## config.mk

```make
export PLATFORM = sky130hd
export DESIGN_NAME = oc_pin_ctrl
export DESIGN_NICKNAME = d
export VERILOG_FILES = /design/src/rtl/oc_pkg.sv /design/src/rtl/oc_counter.sv /design/src/rtl/oc_ctrl_regs.sv /design/src/rtl/oc_channel.sv /design/src/rtl/oc_pin_ctrl.sv
export SDC_FILE = /design/constraint.sdc
export NUM_CORES = 1
export LEC_CHECK = 0
export ABC_AREA = 1
export BUFFER_PORTS_ARGS = -buffer_cell sky130_fd_sc_hd__buf_2
export CAP_MARGIN = 30
export CORE_ASPECT_RATIO = 0.8
export CORE_MARGIN = 2
export CORE_UTILIZATION = 54
export CTS_CLUSTER_SIZE = 28
export DETAILED_ROUTE_END_ITERATION = 10
export GPL_TIMING_DRIVEN = 0
export PLACE_DENSITY = 0.9
export SYNTH_ARGS = -nofsm -noshare
export SYNTH_HDL_FRONTEND = slang
export SYNTH_SLANG_ARGS = --single-unit
```

## constraint.sdc

```tcl
create_clock -name clk_i -period 2.7 [get_ports clk_i]
set_clock_uncertainty 0.1 [all_clocks]
set_input_delay 0.27 -clock clk_i [delete_from_list [all_inputs] [get_ports clk_i]]
set_output_delay 0.27 -clock clk_i [all_outputs]
set_load 0.005 [all_outputs]
```

## src/rtl/oc_pkg.sv

```systemverilog
`timescale 1ns/1ps
package oc_pkg;
  typedef enum logic [1:0] {
    ACT_OFF    = 2'b00,
    ACT_TOGGLE = 2'b01,
    ACT_CLEAR  = 2'b10,
    ACT_SET    = 2'b11
  } oc_act_e;
endpackage

```

## src/rtl/oc_counter.sv

```systemverilog
`timescale 1ns/1ps
module oc_counter #(
  parameter int unsigned CNT_W = 16
) (
  input  logic             clk_i,
  input  logic             rst_ni,
  output logic [CNT_W-1:0] cnt_o
);
  logic [CNT_W-1:0] cnt_q;

  always_ff @(posedge clk_i or negedge rst_ni) begin
    if (!rst_ni) cnt_q <= '0;
    else         cnt_q <= cnt_q + CNT_W'(1);
  end

  assign cnt_o = cnt_q;

  p_cnt_step_r4: assert property (@(posedge clk_i) disable iff (!rst_ni)
    1'b1 |=> cnt_q == $past(cnt_q) + CNT_W'(1));
endmodule

```

## src/rtl/oc_ctrl_regs.sv

```systemverilog
`timescale 1ns/1ps
module oc_ctrl_regs
  import oc_pkg::*;
#(
  parameter int unsigned N_CH   = 8,
  parameter int unsigned REG_W  = 8,
  parameter int unsigned ADDR_W = 1
) (
  input  logic              clk_i,
  input  logic              rst_ni,
  input  logic              we_i,
  input  logic [ADDR_W-1:0] addr_i,
  input  logic [REG_W-1:0]  wdata_i,
  output logic [REG_W-1:0]  rdata_o,
  output oc_act_e           act_o [N_CH]
);
  localparam int unsigned CH_PER_REG = REG_W / 2;
  localparam int unsigned N_REG      = N_CH / CH_PER_REG;

  logic [REG_W-1:0] reg_q [N_REG];
  logic             addr_ok;

  assign addr_ok = int'(addr_i) < int'(N_REG);

  always_ff @(posedge clk_i or negedge rst_ni) begin
    if (!rst_ni) begin
      for (int r = 0; r < int'(N_REG); r++) reg_q[r] <= '0;
    end else if (we_i && addr_ok) begin
      reg_q[addr_i] <= wdata_i;
    end
  end

  always_comb begin
    rdata_o = '0;
    if (addr_ok) rdata_o = reg_q[addr_i];
  end

  // highest channels live at address 0; mode bit above level bit
  for (genvar n = 0; n < int'(N_CH); n++) begin : g_map
    localparam int unsigned RI = N_REG - 1 - n / CH_PER_REG;
    localparam int unsigned BI = 2 * (n % CH_PER_REG);
    assign act_o[n] = oc_act_e'(reg_q[RI][BI+1:BI]);
  end

  p_wr_lands_r1: assert property (@(posedge clk_i) disable iff (!rst_ni)
    (we_i && addr_ok) |=> reg_q[$past(addr_i)] == $past(wdata_i));
endmodule

```

## src/rtl/oc_channel.sv

```systemverilog
`timescale 1ns/1ps
module oc_channel
  import oc_pkg::*;
#(
  parameter int unsigned CNT_W = 16
) (
  input  logic             clk_i,
  input  logic             rst_ni,
  input  logic [CNT_W-1:0] cnt_i,
  input  logic [CNT_W-1:0] cmp_i,
  input  oc_act_e          act_i,
  input  logic             mask_i,
  input  logic             clr_i,
  input  logic             dir_i,
  input  logic             data_i,
  output logic             pin_o,
  output logic             oe_o,
  output logic             flag_o
);
  logic hit, live, lat_q, flag_q;

  assign hit  = (cnt_i == cmp_i);
  assign live = (act_i != ACT_OFF) && !mask_i;

  always_ff @(posedge clk_i or negedge rst_ni) begin
    if (!rst_ni) begin
      lat_q <= 1'b0;
    end else if (hit && live) begin
      unique case (act_i)
        ACT_TOGGLE: lat_q <= ~lat_q;
        ACT_CLEAR:  lat_q <= 1'b0;
        ACT_SET:    lat_q <= 1'b1;
        default:    lat_q <= lat_q;
      endcase
    end
  end

  // a match in the same cycle outranks the clear
  always_ff @(posedge clk_i or negedge rst_ni) begin
    if (!rst_ni) flag_q <= 1'b0;
    else         flag_q <= hit | (flag_q & ~clr_i);
  end

  assign pin_o  = live ? lat_q : data_i;
  assign oe_o   = live | dir_i;
  assign flag_o = flag_q;

  p_hold_r8: assert property (@(posedge clk_i) disable iff (!rst_ni)
    !(hit && live) |=> $stable(lat_q));
  p_mask_r6: assert property (@(posedge clk_i) disable iff (!rst_ni)
    mask_i |=> $stable(lat_q));
  p_tog_r3: assert property (@(posedge clk_i) disable iff (!rst_ni)
    (hit && live && act_i == ACT_TOGGLE) |=> lat_q != $past(lat_q));
  p_set_r3: assert property (@(posedge clk_i) disable iff (!rst_ni)
    (hit && live && act_i == ACT_SET) |=> lat_q);
  p_clr_r3: assert property (@(posedge clk_i) disable iff (!rst_ni)
    (hit && live && act_i == ACT_CLEAR) |=> !lat_q);
  p_flag_hit_r9: assert property (@(posedge clk_i) disable iff (!rst_ni)
    hit |=> flag_o);
  p_flag_keep_r9: assert property (@(posedge clk_i) disable iff (!rst_ni)
    (flag_o && !clr_i) |=> flag_o);
  p_flag_drop_r9: assert property (@(posedge clk_i) disable iff (!rst_ni)
    (flag_o && clr_i && !hit) |=> !flag_o);
  p_live_oe_r5: assert property (@(posedge clk_i) disable iff (!rst_ni)
    live |-> oe_o);
endmodule

```

## src/rtl/oc_pin_ctrl.sv

```systemverilog
`timescale 1ns/1ps
module oc_pin_ctrl
  import oc_pkg::*;
#(
  parameter  int unsigned N_CH   = 8,
  parameter  int unsigned CNT_W  = 16,
  parameter  int unsigned REG_W  = 8,
  localparam int unsigned N_REG  = N_CH / (REG_W / 2),
  localparam int unsigned ADDR_W = (N_REG > 1) ? $clog2(N_REG) : 1
) (
  input  logic                  clk_i,
  input  logic                  rst_ni,
  input  logic                  reg_we_i,
  input  logic [ADDR_W-1:0]     reg_addr_i,
  input  logic [REG_W-1:0]      reg_wdata_i,
  output logic [REG_W-1:0]      reg_rdata_o,
  input  logic [N_CH*CNT_W-1:0] cmp_flat_i,
  input  logic [N_CH-1:0]       mask_i,
  input  logic [N_CH-1:0]       flag_clr_i,
  input  logic [N_CH-1:0]       port_dir_i,
  input  logic [N_CH-1:0]       port_data_i,
  output logic [N_CH-1:0]       pin_o,
  output logic [N_CH-1:0]       pin_oe_o,
  output logic [N_CH-1:0]       match_flag_o
);
  logic [CNT_W-1:0] cnt;
  oc_act_e          act [N_CH];

  oc_counter #(.CNT_W(CNT_W)) u_cnt (
    .clk_i (clk_i),
    .rst_ni(rst_ni),
    .cnt_o (cnt)
  );

  oc_ctrl_regs #(.N_CH(N_CH), .REG_W(REG_W), .ADDR_W(ADDR_W)) u_regs (
    .clk_i  (clk_i),
    .rst_ni (rst_ni),
    .we_i   (reg_we_i),
    .addr_i (reg_addr_i),
    .wdata_i(reg_wdata_i),
    .rdata_o(reg_rdata_o),
    .act_o  (act)
  );

  for (genvar n = 0; n < int'(N_CH); n++) begin : g_ch
    oc_channel #(.CNT_W(CNT_W)) u_ch (
      .clk_i (clk_i),
      .rst_ni(rst_ni),
      .cnt_i (cnt),
      .cmp_i (cmp_flat_i[n*CNT_W +: CNT_W]),
      .act_i (act[n]),
      .mask_i(mask_i[n]),
      .clr_i (flag_clr_i[n]),
      .dir_i (port_dir_i[n]),
      .data_i(port_data_i[n]),
      .pin_o (pin_o[n]),
      .oe_o  (pin_oe_o[n]),
      .flag_o(match_flag_o[n])
    );

    p_off_pass_r7: assert property (@(posedge clk_i) disable iff (!rst_ni)
      (act[n] == ACT_OFF) |-> (pin_oe_o[n] == port_dir_i[n] && pin_o[n] == port_data_i[n]));
  end
endmodule

```

After elaboration in Yosys (flattened, before gate mapping)

Index checks and enable logic that the tools add are counted.

Register bits: 48
Input port bits: 172
Output and inout port bits: 32

Add/subtract/negate cells: 1
Magnitude comparators: 2
Equality and inequality tests: 32
Multiplexer cells: 22
Bitwise operators: 41
Reduce and logical (&&, ||, !) cells: 49

Operators by type and width:

| cell                                                                  | count |
|---|---|
| 16-bit == test                                                        | 8 |
| 2-bit == test (second input constant)                                 | 16 |
| 8-bit 2-to-1 mux                                                      | 4 |
| 1-bit case mux with 3 select lines                                    | 8 |
| 3-bit nonzero test                                                    | 8 |
| 1-bit logical AND                                                     | 17 |
| 16-bit by 1-bit adder with 16-bit output (second input constant)      | 1 |
| 16-bit bitwise mux                                                    | 1 |
| 2-bit by 1-bit == test with 1-bit output (second input constant)      | 8 |
| 1-bit inverter                                                        | 16 |
| 1-bit OR                                                              | 16 |
| 2-bit AND reduction                                                   | 8 |
| 2-bit nonzero test                                                    | 8 |
| 1-bit bitwise AND                                                     | 8 |
| 8-bit demux with 1-bit select                                         | 1 |
| 1-bit zero test                                                       | 8 |
| 1-bit 2-to-1 mux                                                      | 8 |
| 2-bit >= comparator (second input constant)                           | 1 |
| 2-bit by 1-bit < comparator with 1-bit output (second input constant) | 1 |
| 1-bit inverter with 2-bit output                                      | 1 |

Depth between registers and ports, before layout

Word-level depth: 6
Gate-level depth with buffers: 10
Gate-level depth less buffers: 9

Cells and area by module

From an unflattened synthesis, not the netlist that was laid out.

Cell total of the unflattened synthesis: 944
Area, all modules: 5146.2 um2

Modules (own cells, without submodules):

| module       | times used | cells an instance | area each (um2) |
|---|---|---|---|
| oc_channel   | 8          | 95                | 447.9 |
| oc_ctrl_regs | 1          | 96                | 789.5 |
| oc_counter   | 1          | 88                | 773.2 |

Worst setup path after synthesis

No wires, ideal clock.

Path kind: register to output
Start: register u_regs.reg_q (netlist bit u_regs.act_o[1])
End: output port pin_o[7]
Arrival: 1.113 ns
Data required time: 2.330 ns
Setup slack: 1.217 ns
Stages on the path, launching flop included: 5
Buffers on the path: 1
Path through: dfrtp_1 inv_1 a21oi_1 mux2_2 buf_4

Longest elaborated chain between the ends: 3

Ends and longest elaborated chain:

| item                              | line               | text |
|---|---|---|
| from (decl)                       | oc_ctrl_regs.sv:20 | `logic [REG_W-1:0] reg_q [N_REG];` |
| from (signal, indexed assignment) | oc_ctrl_regs.sv:29 | `reg_q[addr_i] <= wdata_i;` |
| 2-bit nonzero test                | oc_channel.sv:23   | `assign live = (act_i != ACT_OFF) && !mask_i;` |
| 1-bit logical AND                 | oc_channel.sv:23   |  |
| 1-bit 2-to-1 mux                  | oc_channel.sv:44   | `assign pin_o = live ? lat_q : data_i;` |
| to (decl)                         | oc_pin_ctrl.sv:22  | `output logic [N_CH-1:0] pin_o,` |

No other way between the ends.

Worst setup path in the final report

Start: register u_regs.reg_q (netlist bit u_regs.act_o[2])
End: output port pin_o[6]

The elaborated chain is that of the path after synthesis.

==> out/qor.txt <==
status - completed
met3 Usage GRT - 4.63%
Die ar. - 0.00995 mm^2
Mapped Area - 0.00495 mm^2
DP Worst Slack - 965 ps
CTS tree - yes
Ys Warns - 0
Slew Viols, Final - 0
post-route worst setup slack - 623 ps
Fin Setup TNS - 0 ps
# clock sinks - 48
Filler cells - 841
kind of end point of the critical path - primary output
DP HPWL - 11700 um
clock transition at the registers of the reported paths - 60 ps
nets - 1275
fmax - 0.481 GHz
period utilisation layout - 76.9%
residual DRC count - 0
syn_nets - 1064
met2 usage - 50.6%
Avg Inst Size Synth - 5.56 um^2
commonest non-fill, non-tap cells in the layout - nand2_1 (436), buf_2 (207), inv_1 (140)
clk root buf - clkbuf_16
worst skew pair latency - 290 ps
Final Wtd Congestion - 0.870
IO Port Bufs - 202
number of DRC markers in iteration 0 - 353
Die Span Y - 89.6 um
setup repair bufs after CTS - 0
CTS H-tree depth - 2
Yosys reg bits - 48
Worst slew margin - 68.7%
critical-path maximum fanout - 4
power per cell area - 303 mW/mm^2
Max VDD drop - 0.277 mV
Die Wd - 111 um
CP startpoint kind - flip-flop
first-pass GRT wire length - 22900 um
crit path time final - 2080 ps
WL/cell - 11.7 um
multi-input logic area - 0.00285 mm^2
RSZ-0062 raised after global routing - no
final setup vio count - 0
number of global-route vias before repair - 5063
HP Class - input port to flip-flop
Area contributors post-synth - nand2_1 (33%), dfrtp_1 (24%), inv_1 (11%), nor2_1 (6.2%), xor2_1 (5.1%)
met1 GRT Util - 37.3%
Worst EP required - 2330 ps
I/O pins - 204
CTS Buf Count - 5
largest net degree at the start of global routing - 35
GRT Overall Usage - 28.4%
vias - 5738
num rows - 31
post-synthesis cell type count - 28
Leak Pwr - 4.02 nW
initial antenna violation count - 0
drt total wl - 14300 um
initial core utilization - 55.0%
global route overflow - 0
Ant. Diodes - 0
top cell type's share of synthesized area - 33.1%
r2r setup slk - 930 ps
sequential share of the synthesized area - 24.3%
worst-margin pin slew - 468 ps
Max clock buf depth - 2
layout cell share with drive strength beyond 1 - 26.9%
most used routing layer - met2
Setup CP Type - flip-flop to primary output
Avg Vias per Cell - 4.71
Synth Instances - 891
core area - 0.00900 mm^2
ANT nets after route - 0
sequential cell area - 0.00120 mm^2
first-pass detailed-route iteration total - 5
commonest non-fill, non-tap cell in the layout - nand2_1
P&R area growth vs syn - 26.8%
Fin. Hold Viols - 0
Critical Path AT - 1710 ps
max-cap violations - 0
area leader, netlist - nand2_1
-- power breakdown --
part	internal (W)	switching (W)
logic	0.000254	0.000253
registers	0.000749	0.0000327
clock network	0.000342	0.000269
-- metal layers --
| layer | share of wire [%] | routed length (um) |
|---|---|---|
| met1 | 44 | 6290 |
| met2 | 47 | 6730 |
| met3 | 7.6 | 1080 |
| met4 | 1.4 | 206 |
| met5 | 0 | 0 |
-- cells in the mapped netlist --
cell type / number
nand3_4: 1
nor2_1: 82
a21oi_1: 4
xor2_1: 29
nor3_2: 1
nand4_1: 8
nor3_1: 2
or2_2: 8
o21ai_0: 40
mux2_2: 8
clkinv_1: 2
inv_2: 9
inv_1: 140
nand2_1: 436
nand3_1: 9
buf_4: 30
ha_1: 1
xnor2_1: 1
nand3_2: 2
buf_2: 5
nand2_2: 2
buf_6: 6
dfrtp_1: 48
nor2_2: 10
nor3_4: 1
inv_4: 1
clkbuf_1: 3
nor2_4: 2
-- flip-flops by register name (all words and copies together), names as in the netlist --
| signal | flops |
|---|---|
| g_ch.u_ch.lat_q | 8 |
| u_cnt.cnt_o | 16 |
| g_ch.u_ch.flag_o | 8 |
| u_regs.act_o | 16 |
-- area by class of cell --
class	count	area share (%)
sequential	48	19.1
tap	115	2.29
inverter	152	9.13
timing repair buffer	204	16.6
clock buffer	5	1.99
multi-input combinational	647	45.3
clock inverter	3	0.299
buffer	44	5.24
-- worst max-delay path: stages (launching register included) --
cell     delay (ps)
dfrtp_1         380
inv_1            70
a21oi_1         340
mux2_2          390
buf_4           130
buf_2           110
-- final timing paths --
kind                                                start                        endpoint  cells past startpoint
max                           u_regs.act_o[2]$_DFFE_PN0P_                        pin_o[6]                      5
min                                         flag_clr_i[0]   g_ch[0].u_ch.flag_o$_DFF_PN0_                      2
max reg2reg                      u_cnt.cnt_o[6]$_DFF_PN0_  g_ch[1].u_ch.lat_q$_DFFE_PN0P_                      9
min reg2reg                g_ch[1].u_ch.lat_q$_DFFE_PN0P_  g_ch[1].u_ch.lat_q$_DFFE_PN0P_                      2
max in group asynchronous                          rst_ni  g_ch[0].u_ch.lat_q$_DFFE_PN0P_                      3
min in group asynchronous                          rst_ni       u_cnt.cnt_o[15]$_DFF_PN0_                      2
-- timing repair --
action / in CTS / in global routing
hold buffers: 1 / 0
hold endpoints to repair: 14 / 0
resized for setup: 0 / 0
-- logic make-up after synthesis --
logic type               share of synthesized area, %
flip-flops                                       24.3
adder cells (fa/ha/maj)                         0.253
AND/OR/NAND/NOR                                  45.7
XOR/XNOR                                         5.31
multiplexers                                     1.82
AO/OA/AOI/OAI                                    4.45
buffers and inverters                            18.2
-- metrics by stage --
stage                     utilization (%)  instances  instance area (um^2)  hold WS [ps]  power, W
after floorplan                         -        891                  4950          -126   0.00105
after global placement               67.8       1208                  6100           348   0.00128
after detailed placement             68.1       1209                  6120           128   0.00130
after CTS                            69.8       1218                  6280          53.6   0.00191
after global routing                 69.8       1218                  6280          45.7   0.00203
final                                69.8       1218                  6280          52.1   0.00190
No activity file was read; power rests on OpenSTA's default activity.
